===== config.mk =====
export PLATFORM = sky130hd
export DESIGN_NAME = memsearch_gate
export DESIGN_NICKNAME = d
export VERILOG_FILES = /design/src/rtl/bf_pkg.sv /design/src/rtl/bf_index_hash.sv /design/src/rtl/bf_slot.sv /design/src/rtl/bf_slot_array.sv /design/src/rtl/memsearch_gate.sv
export SDC_FILE = /design/constraint.sdc
export NUM_CORES = 1
export LEC_CHECK = 0
export BUFFER_PORTS_ARGS = -buffer_cell sky130_fd_sc_hd__clkbuf_2
export CAP_MARGIN = 40
export CORE_ASPECT_RATIO = 1.75
export CORE_MARGIN = 5
export CORE_UTILIZATION = 56
export CTS_CLUSTER_DIAMETER = 50
export DETAILED_ROUTE_END_ITERATION = 6
export PLACE_DENSITY_LB_ADDON = 0.12
export SETUP_SLACK_MARGIN = 0.3
export SYNTH_ARGS = -nofsm -noshare
export SYNTH_HDL_FRONTEND = slang
export SYNTH_SLANG_ARGS = --single-unit
export TNS_END_PERCENT = 30

===== constraint.sdc =====
create_clock -name clk -period 4.2 [get_ports clk]
set_input_delay 0.42 -clock clk [delete_from_list [all_inputs] [get_ports clk]]
set_output_delay 0.42 -clock clk [all_outputs]
set_load 0.005 [all_outputs]

===== src/rtl/bf_pkg.sv =====
package bf_pkg;
  typedef enum logic [1:0] {
    SLOT_HOLD = 2'd0,
    SLOT_INC  = 2'd1,
    SLOT_DEC  = 2'd2,
    SLOT_CLR  = 2'd3
  } slot_op_e;
endpackage


===== src/rtl/bf_index_hash.sv =====
module bf_index_hash #(
  parameter int ADDR_W = 32,
  parameter int OFS_W  = 2,
  parameter int IDX_W  = 6
) (
  input  logic [ADDR_W-1:0] addr,
  output logic [IDX_W-1:0]  idx
);
  localparam int LO_BASE = OFS_W;
  localparam int HI_BASE = OFS_W + IDX_W;

  logic [IDX_W-1:0] slice_lo;
  logic [IDX_W-1:0] slice_hi;

  always_comb begin
    slice_lo = addr[LO_BASE +: IDX_W];
    slice_hi = addr[HI_BASE +: IDX_W];
    idx      = slice_lo ^ slice_hi;
  end
endmodule


===== src/rtl/bf_slot.sv =====
module bf_slot
  import bf_pkg::*;
#(
  parameter int CNT_W = 2
) (
  input  logic     clk,
  input  logic     rst_n,
  input  slot_op_e op,
  output logic     nonzero,
  output logic     saturated
);
  localparam logic [CNT_W-1:0] CNT_MAX = {CNT_W{1'b1}};

  logic [CNT_W-1:0] cnt_q;
  logic [CNT_W-1:0] cnt_d;
  logic             cnt_en;

  always_comb begin
    cnt_d  = cnt_q;
    cnt_en = 1'b0;
    unique case (op)
      SLOT_INC: if (cnt_q != CNT_MAX) begin
        cnt_d  = cnt_q + 1'b1;
        cnt_en = 1'b1;
      end
      SLOT_DEC: if (cnt_q != CNT_MAX && cnt_q != '0) begin
        cnt_d  = cnt_q - 1'b1;
        cnt_en = 1'b1;
      end
      SLOT_CLR: begin
        cnt_d  = '0;
        cnt_en = 1'b1;
      end
      default: begin
        cnt_d  = cnt_q;
        cnt_en = 1'b0;
      end
    endcase
  end

  always_ff @(posedge clk or negedge rst_n) begin
    if (!rst_n)      cnt_q <= '0;
    else if (cnt_en) cnt_q <= cnt_d;
  end

  assign nonzero   = (cnt_q != '0);
  assign saturated = (cnt_q == CNT_MAX);

  assert_sat_sticky_R8: assert property (@(posedge clk) disable iff (!rst_n)
    (saturated && op != SLOT_CLR) |=> saturated);

  assert_zero_dec_ignored_R6: assert property (@(posedge clk) disable iff (!rst_n)
    (!nonzero && op == SLOT_DEC) |=> !nonzero);
endmodule


===== src/rtl/bf_slot_array.sv =====
module bf_slot_array
  import bf_pkg::*;
#(
  parameter int IDX_W = 6,
  parameter int CNT_W = 2
) (
  input  logic                  clk,
  input  logic                  rst_n,
  input  logic                  ins_en,
  input  logic [IDX_W-1:0]      ins_idx,
  input  logic                  rmv_en,
  input  logic [IDX_W-1:0]      rmv_idx,
  input  logic                  clr_all,
  output logic [(1<<IDX_W)-1:0] occupied
);
  localparam int SLOTS = 1 << IDX_W;

  logic [SLOTS-1:0] sat_vec;

  for (genvar s = 0; s < SLOTS; s++) begin : g_slot
    slot_op_e op;
    logic     ins_hit;
    logic     rmv_hit;

    always_comb begin
      ins_hit = ins_en && (ins_idx == IDX_W'(s));
      rmv_hit = rmv_en && (rmv_idx == IDX_W'(s));
      if (clr_all)                op = SLOT_CLR;
      else if (ins_hit && rmv_hit) op = SLOT_HOLD;
      else if (ins_hit)           op = SLOT_INC;
      else if (rmv_hit)           op = SLOT_DEC;
      else                        op = SLOT_HOLD;
    end

    bf_slot #(.CNT_W(CNT_W)) u_slot (
      .clk      (clk),
      .rst_n    (rst_n),
      .op       (op),
      .nonzero  (occupied[s]),
      .saturated(sat_vec[s])
    );
  end

  assert_flush_empties_R9: assert property (@(posedge clk) disable iff (!rst_n)
    clr_all |=> (occupied == '0));

  assert_sat_implies_occupied_R8: assert property (@(posedge clk) disable iff (!rst_n)
    ((sat_vec & ~occupied) == '0));
endmodule


===== src/rtl/memsearch_gate.sv =====
module memsearch_gate #(
  parameter int ADDR_W = 32,
  parameter int OFS_W  = 2,
  parameter int IDX_W  = 6,
  parameter int CNT_W  = 2
) (
  input  logic              clk,
  input  logic              rst_n,
  input  logic              req_valid,
  input  logic [ADDR_W-1:0] req_addr,
  input  logic              rmv_valid,
  input  logic [ADDR_W-1:0] rmv_addr,
  input  logic              flush,
  output logic              search_valid,
  output logic              search_req
);
  localparam int SLOTS = 1 << IDX_W;

  logic [IDX_W-1:0] req_idx;
  logic [IDX_W-1:0] rmv_idx;
  logic [SLOTS-1:0] occupied;
  logic             valid_d;
  logic             req_d;

  bf_index_hash #(.ADDR_W(ADDR_W), .OFS_W(OFS_W), .IDX_W(IDX_W)) u_req_hash (
    .addr(req_addr),
    .idx (req_idx)
  );

  bf_index_hash #(.ADDR_W(ADDR_W), .OFS_W(OFS_W), .IDX_W(IDX_W)) u_rmv_hash (
    .addr(rmv_addr),
    .idx (rmv_idx)
  );

  bf_slot_array #(.IDX_W(IDX_W), .CNT_W(CNT_W)) u_array (
    .clk     (clk),
    .rst_n   (rst_n),
    .ins_en  (req_valid),
    .ins_idx (req_idx),
    .rmv_en  (rmv_valid),
    .rmv_idx (rmv_idx),
    .clr_all (flush),
    .occupied(occupied)
  );

  always_comb begin
    valid_d = req_valid;
    req_d   = req_valid && (flush || occupied[req_idx]);
  end

  always_ff @(posedge clk or negedge rst_n) begin
    if (!rst_n) begin
      search_valid <= 1'b0;
      search_req   <= 1'b0;
    end else begin
      search_valid <= valid_d;
      search_req   <= req_d;
    end
  end

  assert_valid_follows_req_R2: assert property (@(posedge clk) disable iff (!rst_n)
    req_valid |=> search_valid);

  assert_idle_no_decision_R2: assert property (@(posedge clk) disable iff (!rst_n)
    !req_valid |=> (!search_valid && !search_req));

  assert_insert_marks_slot_R3: assert property (@(posedge clk) disable iff (!rst_n)
    (req_valid && !flush && !(rmv_valid && rmv_idx == req_idx))
      |=> occupied[$past(req_idx)]);

  assert_flush_forces_search_R9: assert property (@(posedge clk) disable iff (!rst_n)
    (req_valid && flush) |=> search_req);
endmodule


# Yosys cells after proc, flatten, opt, wreduce, memory -nomap -nowiden
# Cells that the tools add are included.
word_totals:
  elab_cells: 1801
  reg_bits: 130
  output_inout_bits: 2
  in_bits: 69
classes:
  eq_ne: 510
  order_cmp: 1
  mux: 642
  bitwise: 2
  add_sub_neg: 128
  reduce_logical: 452
op_table:
  columns: ["op", "n"]
  rows:
  - ["two-way mux 2 bit", 384]
  - ["== test 6 bit, second input constant", 64]
  - ["inequality test 2 bit, second input constant", 192]
  - ["one-hot mux 2 bit (3 select lines)", 64]
  - ["logical AND 1 bit", 257]
  - ["== test 2 bit, second input constant", 128]
  - ["AND reduction 4 bit", 64]
  - ["== test 6 x 5 -> 1 bit, second input constant", 32]
  - ["one-hot mux 1 bit (3 select lines)", 64]
  - ["nonzero test 3 bit", 64]
  - ["two-way mux 1 bit", 129]
  - ["adder 2 x 1 -> 2 bit, second input constant", 64]
  - ["== test 2 x 1 -> 1 bit, second input constant", 64]
  - ["nonzero test 2 bit", 64]
  - ["subtractor 2 x 1 -> 2 bit, second input constant", 64]
  - ["== test 6 x 4 -> 1 bit, second input constant", 16]
  - ["== test 6 x 3 -> 1 bit, second input constant", 8]
  - ["== test 6 x 2 -> 1 bit, second input constant", 4]
  - ["== test 6 x 1 -> 1 bit, second input constant", 2]
  - ["zero test 6 bit", 2]
  - ["XOR 6 bit", 2]
  - ["less-than comparator 6 x 7 -> 1 bit, second input constant", 1]
  - ["binary-select mux 1 bit (select 6 bit)", 1]
  - ["logical OR 1 bit", 1]

# Logic depth before layout (Yosys ltp)
depth:
  depth_word: 10
  mapped_depth: 8
  depth_no_buf: 7

# Modules after synthesis
# From an unflattened synthesis, not the netlist that was laid out.
unflattened:
  hier_cells: 1587
  hier_area_um2: 15184.6
by_module_without_submodules:
  columns: ["module", "seq_area_each_um2", "n_inst", "area_each_um2", "cells_per_inst"]
  rows:
  - ["bf_slot", 50.0, 64, 185.2, 18]
  - ["bf_slot_array", 0.0, 1, 2598.7, 370]
  - ["memsearch_gate", 50.0, 1, 629.4, 53]
  - ["bf_index_hash", 0.0, 2, 52.6, 6]

# Least setup slack after synthesis
# Ideal clock, no wire load.
synth_timing:
  kind: "input -> register"
  start: "input req_addr[9]"
  end: "register u_array.g_slot[1].u_slot.cnt_q[1]"
  required_ns: 4.074
  path_buffers: 1
  stages: 7
  setup_slack_ns: 1.892
  t_arrival_ns: 2.182
  setup_time_ns: 0.126
  cell_sequence: "xor2_1 -> buf_4 -> nor4_1 -> a211oi_1 -> a211oi_1 -> nor4_1 -> a221o_1"
synth_via:
  elab_chain_cells: 9
  word_cells_on_any_way: 16
  classes_between: "6 x eq/ne; 5 x mux; 1 x bitwise; 4 x reduce/logical"
synth_lines:
  columns: ["element", "line", "text"]
  rows:
  - ["start, declared", "memsearch_gate.sv:10", "input logic [ADDR_W-1:0] req_addr,"]
  - ["XOR 6 bit (*)", "bf_index_hash.sv:18", "idx = slice_lo ^ slice_hi;"]
  - ["== test 6 x 1 -> 1 bit (*)", "bf_slot_array.sv:26", "ins_hit = ins_en && (ins_idx == IDX_W'(s));"]
  - ["logical AND 1 bit (*)", "bf_slot_array.sv:26", null]
  - ["two-way mux 2 bit / logical AND 1 bit (equally long branches)", "bf_slot_array.sv:30, bf_slot_array.sv:29", null]
  - ["two-way mux 2 bit (*)", "bf_slot_array.sv:29", "else if (ins_hit && rmv_hit) op = SLOT_HOLD;"]
  - ["two-way mux 2 bit (*)", "bf_slot_array.sv:28", "if (clr_all) op = SLOT_CLR;"]
  - ["== test 2 bit / == test 2 x 1 -> 1 bit (equally long branches)", "bf_slot.sv:21", "unique case (op)"]
  - ["one-hot mux 1 bit (3 select lines), or another cell as far along", "bf_slot.sv:21", null]
  - ["AND reduction 4 bit (no line)", null, null]
  - ["end signal, assigned", "bf_slot.sv:43", "else if (cnt_en) cnt_q <= cnt_d;"]
  - ["end, declared", "bf_slot.sv:14", "logic [CNT_W-1:0] cnt_q;"]
# Every way passes the cells marked *; elsewhere a longest branch is shown, timed or not.
# A chain may end at the register's enable or synchronous reset.

# Worst setup path in the final report
layout_timing:
  start: "input req_addr[10]"
  end: "register u_array.g_slot[38].u_slot.cnt_q[1]"
layout_via:
  elab_chain_cells: 9
  word_cells_on_any_way: 16
  classes_between: "6 x eq/ne; 5 x mux; 1 x bitwise; 4 x reduce/logical"
layout_lines:
  columns: ["element", "line"]
  rows:
  - ["XOR 6 bit (*)", "bf_index_hash.sv:18"]
  - ["== test 6 bit (*)", "bf_slot_array.sv:26"]
  - ["logical AND 1 bit (*)", "bf_slot_array.sv:26"]
  - ["two-way mux 2 bit / logical AND 1 bit (equally long branches)", "bf_slot_array.sv:30, bf_slot_array.sv:29"]
  - ["two-way mux 2 bit (*)", "bf_slot_array.sv:29"]
  - ["two-way mux 2 bit (*)", "bf_slot_array.sv:28"]
  - ["== test 2 bit / == test 2 x 1 -> 1 bit (equally long branches)", "bf_slot.sv:21"]
  - ["one-hot mux 1 bit (3 select lines), or another cell as far along", "bf_slot.sv:21"]
  - ["AND reduction 4 bit (no line)", null]
  - ["end signal, assigned", "bf_slot.sv:43"]
  - ["end, declared", "bf_slot.sv:14"]
# Marked as above.

==> impl_metrics.tcl <==
set metrics [dict create \
    status "completed" \
    h-tree-depth 4 \
    drive_gt1_share_pct 11.9 \
    switchingPower_w 0.00175 \
    dr.pass1.iters 7 \
    hold-path-endpoint "search_valid$_DFF_PN0_" \
    leakage_nw 5.28 \
    synth_edf_count 0 \
    setup_tns_ps 0 \
    p_int_w 0.00316 \
    r2r-end "search_req$_DFF_PN0_" \
    seqPwrFrac_pct 35.2 \
    critical_path_class "in -> reg" \
    area_growth_pct 11.6 \
    nets 1408 \
    grt_overflow 0 \
    clk_path_buf_depth 2 \
    drcViolationCount 0 \
    grt_pass1_vias 10200 \
    final-max-slew-violation-count 0 \
    comb_power_share_pct 30.6 \
    dpl_cell_area_um2 11700 \
    min_period_over_period_pct 62.6 \
    cts-root-buf "clkbuf_16" \
    grt.total_usage_pct 29.8 \
    skew_ps 5.09 \
    core_um2 19600 \
    synth_fp_nets 1381 \
    min_period_ps 2630 \
    final_cell_area_um2 12300 \
    place.gp.congestion 0.857 \
    dpl.hpwl_um 22700 \
    finalHoldViolCount 0 \
    cts_buffers 17 \
    synthCells 1184 \
    peakVddDrop_mv 0.236 \
    tightest_slew_ps 1010 \
    num_vias 10300 \
    synthFlopType "dfrtp_1" \
    async_flop_share_pct 100 \
    syn_area_um2 11100 \
    path_clk_slew_ps 60 \
    power_frac_clock_pct 34.2 \
    drt-total-wl_um 33200 \
    cap_violations 0 \
    io_pins 71 \
    numPortBuffers 30 \
    initial_utilization_pct 56.5 \
    cp-end-kind "flip-flop" \
    clock_latency_ps 440 \
    worst_setup_path_start_kind "input port" \
    vias_per_cell 6.99 \
    synth_top_area_share_pct 29.4 \
    fin_ws_ps 1570 \
    rows 68 \
    antenna_left 0 \
    grt_max_degree 96 \
    timing.slew.headroom_pct 32.7 \
    hold_class "in -> reg" \
    synth_top_area_cell "dfrtp_1" \
    cts_sinks 130 \
    ys_seq_elements 130 \
    swShare_pct 35.6 \
    yosysWarnings 0 \
    timing.rr.start "u_array.g_slot[45].u_slot.cnt_q[0]$_DFFE_PN0P_" \
    die_y_um 196 \
    post_synth.cell_area_avg_um2 9.34 \
    grt_pass1_wl_um 53200 \
    setup_viol 0 \
    cp.required_ps 4520 \
    design.die.area_um2 22800 \
    dr.first_iter.drc_count 900 \
    r2r_cells 7 \
    dp_worst_setup_slack_ps 1120 \
    synth.distinct_cells 42 \
    power_density_nw_per_um2 398 \
    antenna_found_initial 0 \
    maxClockFrequency_mhz 380 \
    rsz0062_at_grt "false" \
    path_max_fanout 11 \
    cts_tree "yes" \
    r2r_slack_ps 2140 \
    synthTopCellsByArea "dfrtp_1 29%, ha_1 14%, a211oi_1 7.2%" \
    n_antenna_cell 0 \
    wl_per_cell_um 22.6 \
    min_path_cells 1 \
    ys_seq_area_share_pct 29.4 \
    timing.hold.ws_ps 241 \
    dieWidth_um 116 \
    arrival_ps 2950 \
    min_from "req_valid" \
]
[synth_stat cells, drive strengths merged, types with 4 or more instances]
cell type  count
a2111oi       65
a211o         17
a211oi       108
a21o          45
a21oi          9
a221o         38
and3           4
buf           27
clkbuf        43
dfrtp        130
ha           128
inv          132
mux4          14
nand2         18
nand3         26
nand4         50
nor2          40
nor3          49
nor4          71
o211ai         4
o21a          10
o21ai         38
o221ai        11
o22ai          4
or4            8
xnor2         76
xor2          12
[worst max-delay path, stage by stage]
cell and delay (ps):
clkbuf_2 110, xnor2_2 340, buf_4 280, nor4_1 620, a211oi_1 230, a211oi_1 540
nor4_1 110, a221o_1 290
[power by group through the flow]
stage | clock, W | sequential, W | combinational, W
6_report | 0.00168 | 0.00173 | 0.00151
5_1_grt | 0.00177 | 0.00176 | 0.00166
4_1_cts | 0.00170 | 0.00172 | 0.00148
3_5_place_dp | 0 | 0.00174 | 0.00147
3_3_place_gp | 0 | 0.00173 | 0.00141
2_1_floorplan | 0 | 0.00168 | 0.00101
[kinds of logic (layout without fill, tap and decap cells)]
logic type,Yosys count,after routing,synth area share (%)
xor gates and xnor gates,88,88,7.44
and+or+nand+nor,269,269,13.6
adders and majority gates,128,128,14.5
buffers and inverters,202,242,7.38
muxes,16,16,3.05
DFF,130,130,29.4
AOI/OAI and AO/OA,351,351,24.7
[worst max-delay path by stage]
stage / start / end / slack, ps / cells after the start
2_1_floorplan: req_addr[9] / u_array.g_slot[1].u_slot.cnt_q[1]$_DFFE_PN0P_ / 1890 / 7
4_1_cts: req_addr[9] / u_array.g_slot[41].u_slot.cnt_q[1]$_DFFE_PN0P_ / 1590 / 8
3_5_place_dp: req_addr[9] / u_array.g_slot[41].u_slot.cnt_q[1]$_DFFE_PN0P_ / 1120 / 8
3_3_place_gp: rmv_addr[8] / u_array.g_slot[54].u_slot.cnt_q[1]$_DFFE_PN0P_ / 1120 / 7
6_report: req_addr[10] / u_array.g_slot[38].u_slot.cnt_q[1]$_DFFE_PN0P_ / 1570 / 8
5_1_grt: req_addr[9] / u_array.g_slot[9].u_slot.cnt_q[1]$_DFFE_PN0P_ / 1330 / 8
[sequential cells by signal, summed over array words and instances (netlist names)]
register and count:
search_valid 1, search_req 1, u_array.g_slot.u_slot.cnt_q 128
[layout by cell type, fill, tap and decap left out, types with 40 or more instances in the layout]
cell type,netlist,final
nand4_1,49,49
a21o_1,45,45
a211oi_1,106,106
nor3_1,46,45
inv_1,131,131
ha_1,128,128
dfrtp_1,130,130
xnor2_1,71,71
nor2_1,40,40
a2111oi_0,65,65
nor4_1,67,67
[routing by layer]
metal	wire [µm]	track usage, %
met2	16300	49.3
met4	1860	16.0
met1	12600	35.5
met5	0	0
met3	2440	6.70
[metrics by stage]
step                power, W  instances  util [%]
CTS                  0.00490       1469      63.1
detailed placement   0.00321       1436      59.7
global route         0.00519       1469      63.1
floorplan            0.00269       1184         -
global placement     0.00314       1428      59.1
finish               0.00491       1469      63.1
[layout make-up]
| cell class | instances | area (µm²) |
|---|---|---|
| flip-flops and latches | 130 | 3250 |
| fillers | 1710 | 7230 |
| inverters | 132 | 495 |
| clock buffers | 18 | 439 |
| well taps | 245 | 307 |
| multi-input cells | 852 | 7040 |
| clock inverters | 14 | 210 |
| repair buffers | 78 | 596 |
[repair_timing]
action                                  4_1_cts  5_1_grt
hold buffers                                  1        0
endpoints found under the setup margin        0        0
setup buffers                                 0        0
endpoints found under the hold margin        56        0
gates resized for setup                       0        0
Power figures use the tool's default switching activity.
